`config.mk`:
```
export PLATFORM = sky130hd
export DESIGN_NAME = bus_wait_gen
export DESIGN_NICKNAME = d
export VERILOG_FILES = /design/src/rtl/cwg_pkg.sv /design/src/rtl/cwg_classify.sv /design/src/rtl/cwg_start_det.sv /design/src/rtl/cwg_counter.sv /design/src/rtl/bus_wait_gen.sv
export SDC_FILE = /design/constraint.sdc
export NUM_CORES = 1
export LEC_CHECK = 0
export BUFFER_PORTS_ARGS = -buffer_cell sky130_fd_sc_hd__buf_2
export CORE_AREA = 2 2 39 41
export CTS_CLUSTER_SIZE = 14
export DETAILED_ROUTE_END_ITERATION = 6
export DIE_AREA = 0 0 41 43
export PLACE_DENSITY = 0.7
export SETUP_SLACK_MARGIN = 0.3
export SKIP_LAST_GASP = 1
export SLEW_MARGIN = 20
export SYNTH_ARGS = -nofsm -noshare
export SYNTH_HDL_FRONTEND = slang
export SYNTH_SLANG_ARGS = --single-unit
```
`constraint.sdc`:
```
create_clock -name clk -period 3.2 [get_ports clk]
set_input_delay 0 -clock clk [delete_from_list [all_inputs] [get_ports clk]]
set_output_delay 0 -clock clk [all_outputs]
set_load 0.005 [all_outputs]
```
`src/rtl/cwg_pkg.sv`:
```
// Shared types for the bus wait-state inserter.
// Assumes: the mode code values are decoded by the classifier exactly as listed.
package cwg_pkg;

    typedef enum logic [1:0] {
        MODE_OFF    = 2'b00,
        MODE_INTA   = 2'b01,
        MODE_FETCH  = 2'b10,
        MODE_ALLMEM = 2'b11
    } mem_mode_e;

    typedef struct packed {
        logic rom;
        logic inta;
        logic fetch;
        logic io;
        logic mem;
    } cyc_kind_t;

    localparam int NUM_CLASSES = 3;
    localparam int CLS_ROM = 0;
    localparam int CLS_MEM = 1;
    localparam int CLS_IO  = 2;

endpackage

```
`src/rtl/cwg_classify.sv`:
```
// Cycle classifier: works out which wait classes apply to the present
// strobes and returns the largest clamped count among them.
// Assumes: the strobes are stable while the start edge samples them.
// ROM cycles suppress the memory class; other overlaps take the maximum.
module cwg_classify
    import cwg_pkg::*;
#(
    parameter int MAX_WAITS = 8,
    localparam int CW = $clog2(MAX_WAITS + 1)
) (
    input  cyc_kind_t       kind,
    input  logic [1:0]      mode,
    input  logic [CW-1:0]   rom_cnt,
    input  logic [CW-1:0]   mem_cnt,
    input  logic [CW-1:0]   io_cnt,
    output logic [CW-1:0]   sel_cnt
);

    localparam logic [CW-1:0] LIM = CW'(MAX_WAITS);

    logic [CW-1:0] raw [NUM_CLASSES];
    logic [CW-1:0] eff [NUM_CLASSES];
    logic          hit [NUM_CLASSES];
    logic          rom_cyc;
    logic          mem_by_mode;

    assign raw[CLS_ROM] = rom_cnt;
    assign raw[CLS_MEM] = mem_cnt;
    assign raw[CLS_IO]  = io_cnt;

    // Saturate every class count at the largest legal wait number.
    for (genvar g = 0; g < NUM_CLASSES; g++) begin : g_clamp
        assign eff[g] = (raw[g] > LIM) ? LIM : raw[g];
    end

    assign rom_cyc = kind.mem & kind.rom;

    // Decide whether the memory count covers this cycle under the mode.
    always_comb begin
        case (mem_mode_e'(mode))
            MODE_INTA:   mem_by_mode = kind.inta;
            MODE_FETCH:  mem_by_mode = kind.mem & kind.fetch;
            MODE_ALLMEM: mem_by_mode = kind.mem;
            default:     mem_by_mode = 1'b0;
        endcase
    end

    assign hit[CLS_ROM] = rom_cyc;
    assign hit[CLS_MEM] = mem_by_mode & ~rom_cyc;
    assign hit[CLS_IO]  = kind.io;

    // Pick the largest count among the classes that apply.
    always_comb begin
        sel_cnt = '0;
        for (int i = 0; i < NUM_CLASSES; i++) begin
            if (hit[i] && (eff[i] > sel_cnt)) begin
                sel_cnt = eff[i];
            end
        end
    end

endmodule

```
`src/rtl/cwg_start_det.sv`:
```
// Cycle start detector: flags the clock where any cycle strobe is high
// after a clock where none was.
// Assumes: strobes are synchronous to clk.
module cwg_start_det (
    input  logic clk,
    input  logic rst_n,
    input  logic active,
    output logic start
);

    logic active_q;

    // Remember whether a cycle was already in progress at the last edge.
    always_ff @(posedge clk) begin
        if (!rst_n) begin
            active_q <= 1'b0;
        end else begin
            active_q <= active;
        end
    end

    assign start = active & ~active_q;

endmodule

```
`src/rtl/cwg_counter.sv`:
```
// Wait counter: loads the selected count at a cycle start, counts down
// while the cycle lasts and clears when the cycle ends or on reset.
// Assumes: load_val is already clamped to MAX_WAITS.
module cwg_counter #(
    parameter int MAX_WAITS = 8,
    localparam int CW = $clog2(MAX_WAITS + 1)
) (
    input  logic          clk,
    input  logic          rst_n,
    input  logic          start,
    input  logic          active,
    input  logic [CW-1:0] load_val,
    output logic          stall
);

    localparam logic [CW-1:0] LIM = CW'(MAX_WAITS);

    logic [CW-1:0] cnt;

    // Load at a start, clear at cycle end, otherwise count down to zero.
    always_ff @(posedge clk) begin
        if (!rst_n) begin
            cnt <= '0;
        end else if (start) begin
            cnt <= load_val;
        end else if (!active) begin
            cnt <= '0;
        end else if (cnt != '0) begin
            cnt <= cnt - 1'b1;
        end
    end

    assign stall = (cnt != '0);

    AST_CNT_IN_RANGE: assert property (@(posedge clk) disable iff (!rst_n)
        cnt <= LIM);
    AST_NO_RETRIGGER: assert property (@(posedge clk) disable iff (!rst_n)
        !start |=> (cnt <= $past(cnt)));
    AST_END_RELEASE: assert property (@(posedge clk) disable iff (!rst_n)
        !active |=> !stall);
    AST_RESET_CLEAR: assert property (@(posedge clk)
        !rst_n |=> !stall);

endmodule

```
`src/rtl/bus_wait_gen.sv`:
```
// Bus wait-state inserter top: classifies each new bus cycle, loads the
// matching wait count and holds wait_o for that many clocks.
// Assumes: one processor clock domain; strobes active high.
module bus_wait_gen
    import cwg_pkg::*;
#(
    parameter int MAX_WAITS = 8,
    localparam int CW = $clog2(MAX_WAITS + 1)
) (
    input  logic          clk,
    input  logic          rst_n,
    input  logic          mem_req,
    input  logic          io_req,
    input  logic          fetch,
    input  logic          int_ack,
    input  logic          rom_sel,
    input  logic [CW-1:0] rom_waits,
    input  logic [CW-1:0] mem_waits,
    input  logic [CW-1:0] io_waits,
    input  logic [1:0]    mem_mode,
    output logic          wait_o
);

    localparam logic [CW-1:0] LIM = CW'(MAX_WAITS);

    cyc_kind_t     kind;
    logic          active;
    logic          start;
    logic [CW-1:0] sel_cnt;

    assign kind   = '{rom: rom_sel, inta: int_ack, fetch: fetch, io: io_req, mem: mem_req};
    assign active = mem_req | io_req | int_ack;

    cwg_classify #(.MAX_WAITS(MAX_WAITS)) u_classify (
        .kind    (kind),
        .mode    (mem_mode),
        .rom_cnt (rom_waits),
        .mem_cnt (mem_waits),
        .io_cnt  (io_waits),
        .sel_cnt (sel_cnt)
    );

    cwg_start_det u_start (
        .clk    (clk),
        .rst_n  (rst_n),
        .active (active),
        .start  (start)
    );

    cwg_counter #(.MAX_WAITS(MAX_WAITS)) u_counter (
        .clk      (clk),
        .rst_n    (rst_n),
        .start    (start),
        .active   (active),
        .load_val (sel_cnt),
        .stall    (wait_o)
    );

    AST_ZERO_NO_WAIT: assert property (@(posedge clk) disable iff (!rst_n)
        (start && sel_cnt == '0) |=> !wait_o);
    AST_START_WAIT: assert property (@(posedge clk) disable iff (!rst_n)
        (start && sel_cnt != '0) |=> wait_o);
    AST_ROM_PRIO: assert property (@(posedge clk) disable iff (!rst_n)
        (mem_req && rom_sel && !io_req) |->
            (sel_cnt == ((rom_waits > LIM) ? LIM : rom_waits)));

endmodule

```
Word level (Yosys, flattened, before mapping)
Cells that the tools add are included.
- add/sub/neg operators: 1
- shift operators: 0
- eq/ne operators: 4
- divide/modulo/power cells: 0
- $mul: 0
- muxes and demuxes: 10
- $lt $le $gt $ge: 6
- bitwise operators: 8
- reduce and logical (&&, ||, !) cells: 4
- operators by type and width (cell ; count):
    $mux 4 ; 9
    $gt 4x4->1 const B ; 3
    $gt 4x4->1 ; 2
    $and 1x1->1 ; 4
    $eq 2x2->1 const B ; 2
    $gt 4x1->1 const B ; 1
    $reduce_bool 4->1 ; 1
    $sub 4x1->4 const B ; 1
    $logic_and 1x1->1 ; 3
    $ne 3x3->1 const B ; 1
    $pmux 1 s3 ; 1
    $eq 2x1->1 const B ; 1
    $not 1->1 ; 2
    $or 1x1->1 ; 2
- memories kept: 0
- bits in read-only memories: 0
- output and inout port bits: 1
- latch bits: 0
- logic and storage cells: 35
- bits of input ports: 21
- register bits after elaboration: 5
- RAM bits: 0

Logic depth before layout (Yosys ltp)
- depth in word-level cells: 12
- gate-level depth with buffers: 15
- mapped depth without buffers: 15

Cells and area by module
From an unflattened synthesis, not the netlist that was laid out.
- cells, all modules: 85
- area total of the unflattened synthesis: 688.2 sq um
- by module, submodules not included (module ; area an instance (sq um) ; sequential area each (sq um) ; instances ; cells each):
    cwg_classify ; 394.1 ; 0.0 ; 1 ; 54
    cwg_counter ; 247.7 ; 80.1 ; 1 ; 27
    cwg_start_det ; 40.0 ; 20.0 ; 1 ; 3
    bus_wait_gen ; 6.3 ; 0.0 ; 1 ; 1

Least setup slack after synthesis
No wires, ideal clock.
- kind: in2reg
- start: input mem_req
- end: register u_counter.cnt[1]
- path buffers: 0
- stages on the path: 14
- arrival: 2796 ps
- slack: 329 ps
- setup time: 75 ps
- required time: 3125 ps
- path through: nand2_1 -> nor2_1 -> nand2_1 -> ha_1 -> nor2b_1 -> o211ai_1 -> a2111oi_0 -> a21boi_0 -> ha_1 -> nor2b_1 -> o211ai_1 -> a21oi_1 -> or4_4 -> o22ai_1
- longest elaborated chain between the ends: 10
- elaborated cells on any way between the ends: 19
- classes of those cells: order compare (2); eq/ne (1); mux (6); bitwise (7); reduce/logical (3)
- ends and longest elaborated chain (what ; line ; text):
    start: declaration ; bus_wait_gen.sv:12 ; input logic mem_req,
    $and 1x1->1 ; cwg_classify.sv:36 ; assign rom_cyc = kind.mem & kind.rom;
    $logic_and 1x1->1 ; cwg_classify.sv:56 ; if (hit[i] && (eff[i] > sel_cnt)) begin
    $mux 4 ; cwg_classify.sv:56 ;
    $gt 4x4->1 ; cwg_classify.sv:56 ;
    $logic_and 1x1->1 ; cwg_classify.sv:56 ;
    $mux 4 ; cwg_classify.sv:56 ;
    $gt 4x4->1 ; cwg_classify.sv:56 ;
    $logic_and 1x1->1 ; cwg_classify.sv:56 ;
    $mux 4 ; cwg_classify.sv:56 ;
    $mux 4 ; cwg_counter.sv:24 ; end else if (start) begin
    end signal: assignment ; cwg_counter.sv:25 ; cnt <= load_val;
    end signal: assignment ; cwg_counter.sv:29 ; cnt <= cnt - 1'b1;
    end: declaration ; cwg_counter.sv:18 ; logic [CW-1:0] cnt;
Parallel ways exist; a longest one is shown, timed or not.
A chain may end at the register's enable or synchronous reset.

Worst setup path after layout
- start: input rom_sel
- end: register u_counter.cnt[2]
- longest elaborated chain between the ends: 10
- elaborated cells on any way between the ends: 12
- classes of those cells: order compare (2); mux (4); bitwise (3); reduce/logical (3)
- ends and longest elaborated chain (what ; line ; text):
    start: declaration ; bus_wait_gen.sv:16 ; input logic rom_sel,
    $and 1x1->1 * ; cwg_classify.sv:36 ;
    $logic_and 1x1->1 ; cwg_classify.sv:56 ;
    $mux 4 ; cwg_classify.sv:56 ;
    $gt 4x4->1 ; cwg_classify.sv:56 ;
    $logic_and 1x1->1 ; cwg_classify.sv:56 ;
    $mux 4 * ; cwg_classify.sv:56 ;
    $gt 4x4->1 ; cwg_classify.sv:56 ;
    $logic_and 1x1->1 ; cwg_classify.sv:56 ;
    $mux 4 * ; cwg_classify.sv:56 ;
    $mux 4 * ; cwg_counter.sv:24 ;
Every way passes the cells marked *; elsewhere a longest branch is shown, timed or not.

==> results.json <==
{
  "status": "finished, final reports clean",
  "design.core.area_um2": 1380,
  "dr.first_iter.drc_count": 11,
  "dr.max_layer_used": "met4",
  "drv_slew": 0,
  "hold_viol": 0,
  "netlist_area_um2": 597,
  "drive_above_1_share": 0.417,
  "numClockSinks": 5,
  "cp.depth": 16,
  "fin_cells": 119,
  "finalSetupViolations": 0,
  "path_delay_family": "compound AO/OA/AOI/OAI gates",
  "gp_congestion": 0.745,
  "antenna_found_initial": 0,
  "first_pass_iters": 4,
  "ant_nets": 0,
  "max_freq_mhz": 356,
  "ys_types": 28,
  "cts_made_buffers": 3,
  "rr_worst_depth": 6,
  "yosysTopAreaCellShare": 0.210,
  "period_share": 0.877,
  "fin_nets": 135,
  "wl_met2_um": 817,
  "routed_wl_mm": 1.55,
  "wire_per_inst_um": 13.0,
  "drcViolationCount": 0,
  "final_cell_mix": "buf_2 (20), ha_1 (8), a21oi_1 (7)",
  "synth_top_cell_by_area": "ha_1",
  "ys_seq_area_frac": 0.168,
  "grt-ovfl-total": 0,
  "critPathKind": "primary input to flip-flop",
  "fin_skew_ns": 0.00711,
  "netlist_instances": 80,
  "rsz0062_at_grt": "false",
  "path_clk_slew_ns": 0.05,
  "cp_slowest_stage_delay_ns": 0.47,
  "final_common_cell": "buf_2",
  "vias_per_cell": 5.65,
  "num_vias": 672,
  "max_slew_margin": 0.654,
  "cts_hold_buf": 0,
  "rows": 14,
  "post-place-cells": 115,
  "fin_tns_setup_ns": 0,
  "critPathMaxFanout": 4,
  "power.density_nw_per_um2": 326,
  "hold_path.class": "primary input to flip-flop",
  "post-route-util": 0.608,
  "start_util": 0.431,
  "slowest_stage": "a211oi_1",
  "antennaDiodeCount": 0,
  "synth.net_count": 111,
  "ys_ff_latch": 5,
  "vdd_ir_drop_max_mv": 0.158,
  "max_slew.worst_pin.slew_ns": 0.516,
  "hold_depth": 3,
  "grt_usage": 0.174,
  "drv_cap": 0,
  "fin_crit_ns": 2.81,
  "holdWs_ns": 0.0463,
  "rrSetupSlack_ns": 1.26,
  "cts_buffer_depth": 2,
  "io_buffers": 21,
  "cts_root_buf": "clkbuf_4",
  "grt_max_degree": 7,
  "dp_hpwl_mm": 1.16,
  "area_growth_pct": 41.1,
  "io_pins": 22,
  "first_global_vias": 593,
  "wl_met1_um": 631,
  "htree_levels": 1,
  "end_kind": "flip-flop",
  "cts_tree": "built",
  "synth_area_per_cell_um2": 7.46,
  "crit_required_ns": 3.36,
  "path_buf_inv": 2,
  "die_w_um": 41,
  "worst_ep_arrival_time_ns": 2.97,
  "p_leak_nw": 0.380,
  "die_h_um": 43,
  "synth.top_cells.by_area": "ha_1 (21%), dfxtp_1 (17%), nor2b_1 (7.3%)",
  "crit_chain": "buf_2 -> nand2_4 -> nor2_4 -> nand2_2 -> ha_4 -> nor2b_4 -> o211ai_1 -> a2111oi_1 -> buf_4 -> a21boi_0 -> ha_1 -> nand4_1 -> nand2_1 -> a211oi_1 -> a41oi_1 -> o21ai_2",
  "yosys_warnings": 0,
  "met3_length_um": 82,
  "insertion_delay_ns": 0.24,
  "grt_pass1_wl_mm": 2.17,
  "cp-start-kind": "primary input",
  "dieArea_um2": 1760
}
path summary, 6_finish.rpt:
check | startpoint | endpoint
worst max-delay path | rom_sel | u_counter.cnt[2]$_SDFFE_PN0P_
worst min-delay path | io_waits[0] | u_counter.cnt[0]$_SDFFE_PN0P_
worst max register to register | u_counter.cnt[0]$_SDFFE_PN0P_ | u_counter.cnt[2]$_SDFFE_PN0P_
worst min register to register | u_counter.cnt[1]$_SDFFE_PN0P_ | u_counter.cnt[1]$_SDFFE_PN0P_
what timing repair did:
item,CTS,global route
gates resized for setup,1,20
buffers inserted,0,0
pin swaps,0,8
endpoints found under the setup margin,1,4
where the power goes:
group / total (mW) / internal, mW / switching [mW]
Sequential: 0.0751 / 0.0696 / 0.00542
Combinational: 0.126 / 0.0598 / 0.0661
Clock: 0.0738 / 0.0472 / 0.0266
sequential cells by signal, indices dropped and copies added (netlist names):
register	count
u_counter.cnt	4
u_start.active_q	1
Yosys cell counts:
library cell,number
ha_1,10
a21oi_1,8
nor2b_1,7
inv_1,6
nand2_1,6
dfxtp_1,5
o21ai_0,4
a21boi_0,3
clkbuf_1,3
nor2_1,3
o22ai_1,3
a31oi_1,2
nand3_1,2
nand4_1,2
nor3_1,2
o211ai_1,2
a2111oi_0,1
a211oi_1,1
a41oi_1,1
and2_1,1
nand2_2,1
o21ai_1,1
o31ai_2,1
or2_2,1
or3b_2,1
or4_4,1
xnor2_1,1
xor2_1,1
per-layer routing:
metal  track usage  up-vias
met1         0.209      304
met2         0.291       28
li1              -      338
met3       0.00524        2
met4        0.0933        0
met5             0        -
layout make-up:
cell class,instances,area [µm²]
multi-input combinational,66,554
sequential,5,100
timing repair buffer,22,119
tap,16,20.0
clock buffer,4,26.3
inverter,6,22.5
fill,129,542
tightest hold or removal path, cell delays in order:
cell	delay [ns]
buf_2	0.09
a31oi_1	0.08
o22ai_2	0.08
stage by stage:
| stage | worst slack [ns] | total power, mW | area, µm² |
|---|---|---|---|
| after global placement | 0.120 | 0.179 | 718 |
| after floorplan | 0.329 | 0.147 | 597 |
| final | 0.394 | 0.275 | 842 |
| after CTS | 0.315 | 0.255 | 746 |
| after global routing | 0.241 | 0.292 | 842 |
| after detailed placement | 0.0440 | 0.181 | 718 |
logic make-up (layout without fill, tap and decap cells):
kind of cell,Yosys count,count (layout),synth area share
xor gates and xnor gates,2,2,0.0294
buffers and inverters,9,32,0.0566
DFF,5,5,0.168
and+or+nand+nor,27,27,0.249
adders and majority gates,10,10,0.210
AOI/OAI and AO/OA,27,27,0.287
Note: power is estimated with default switching activity, not from simulation.
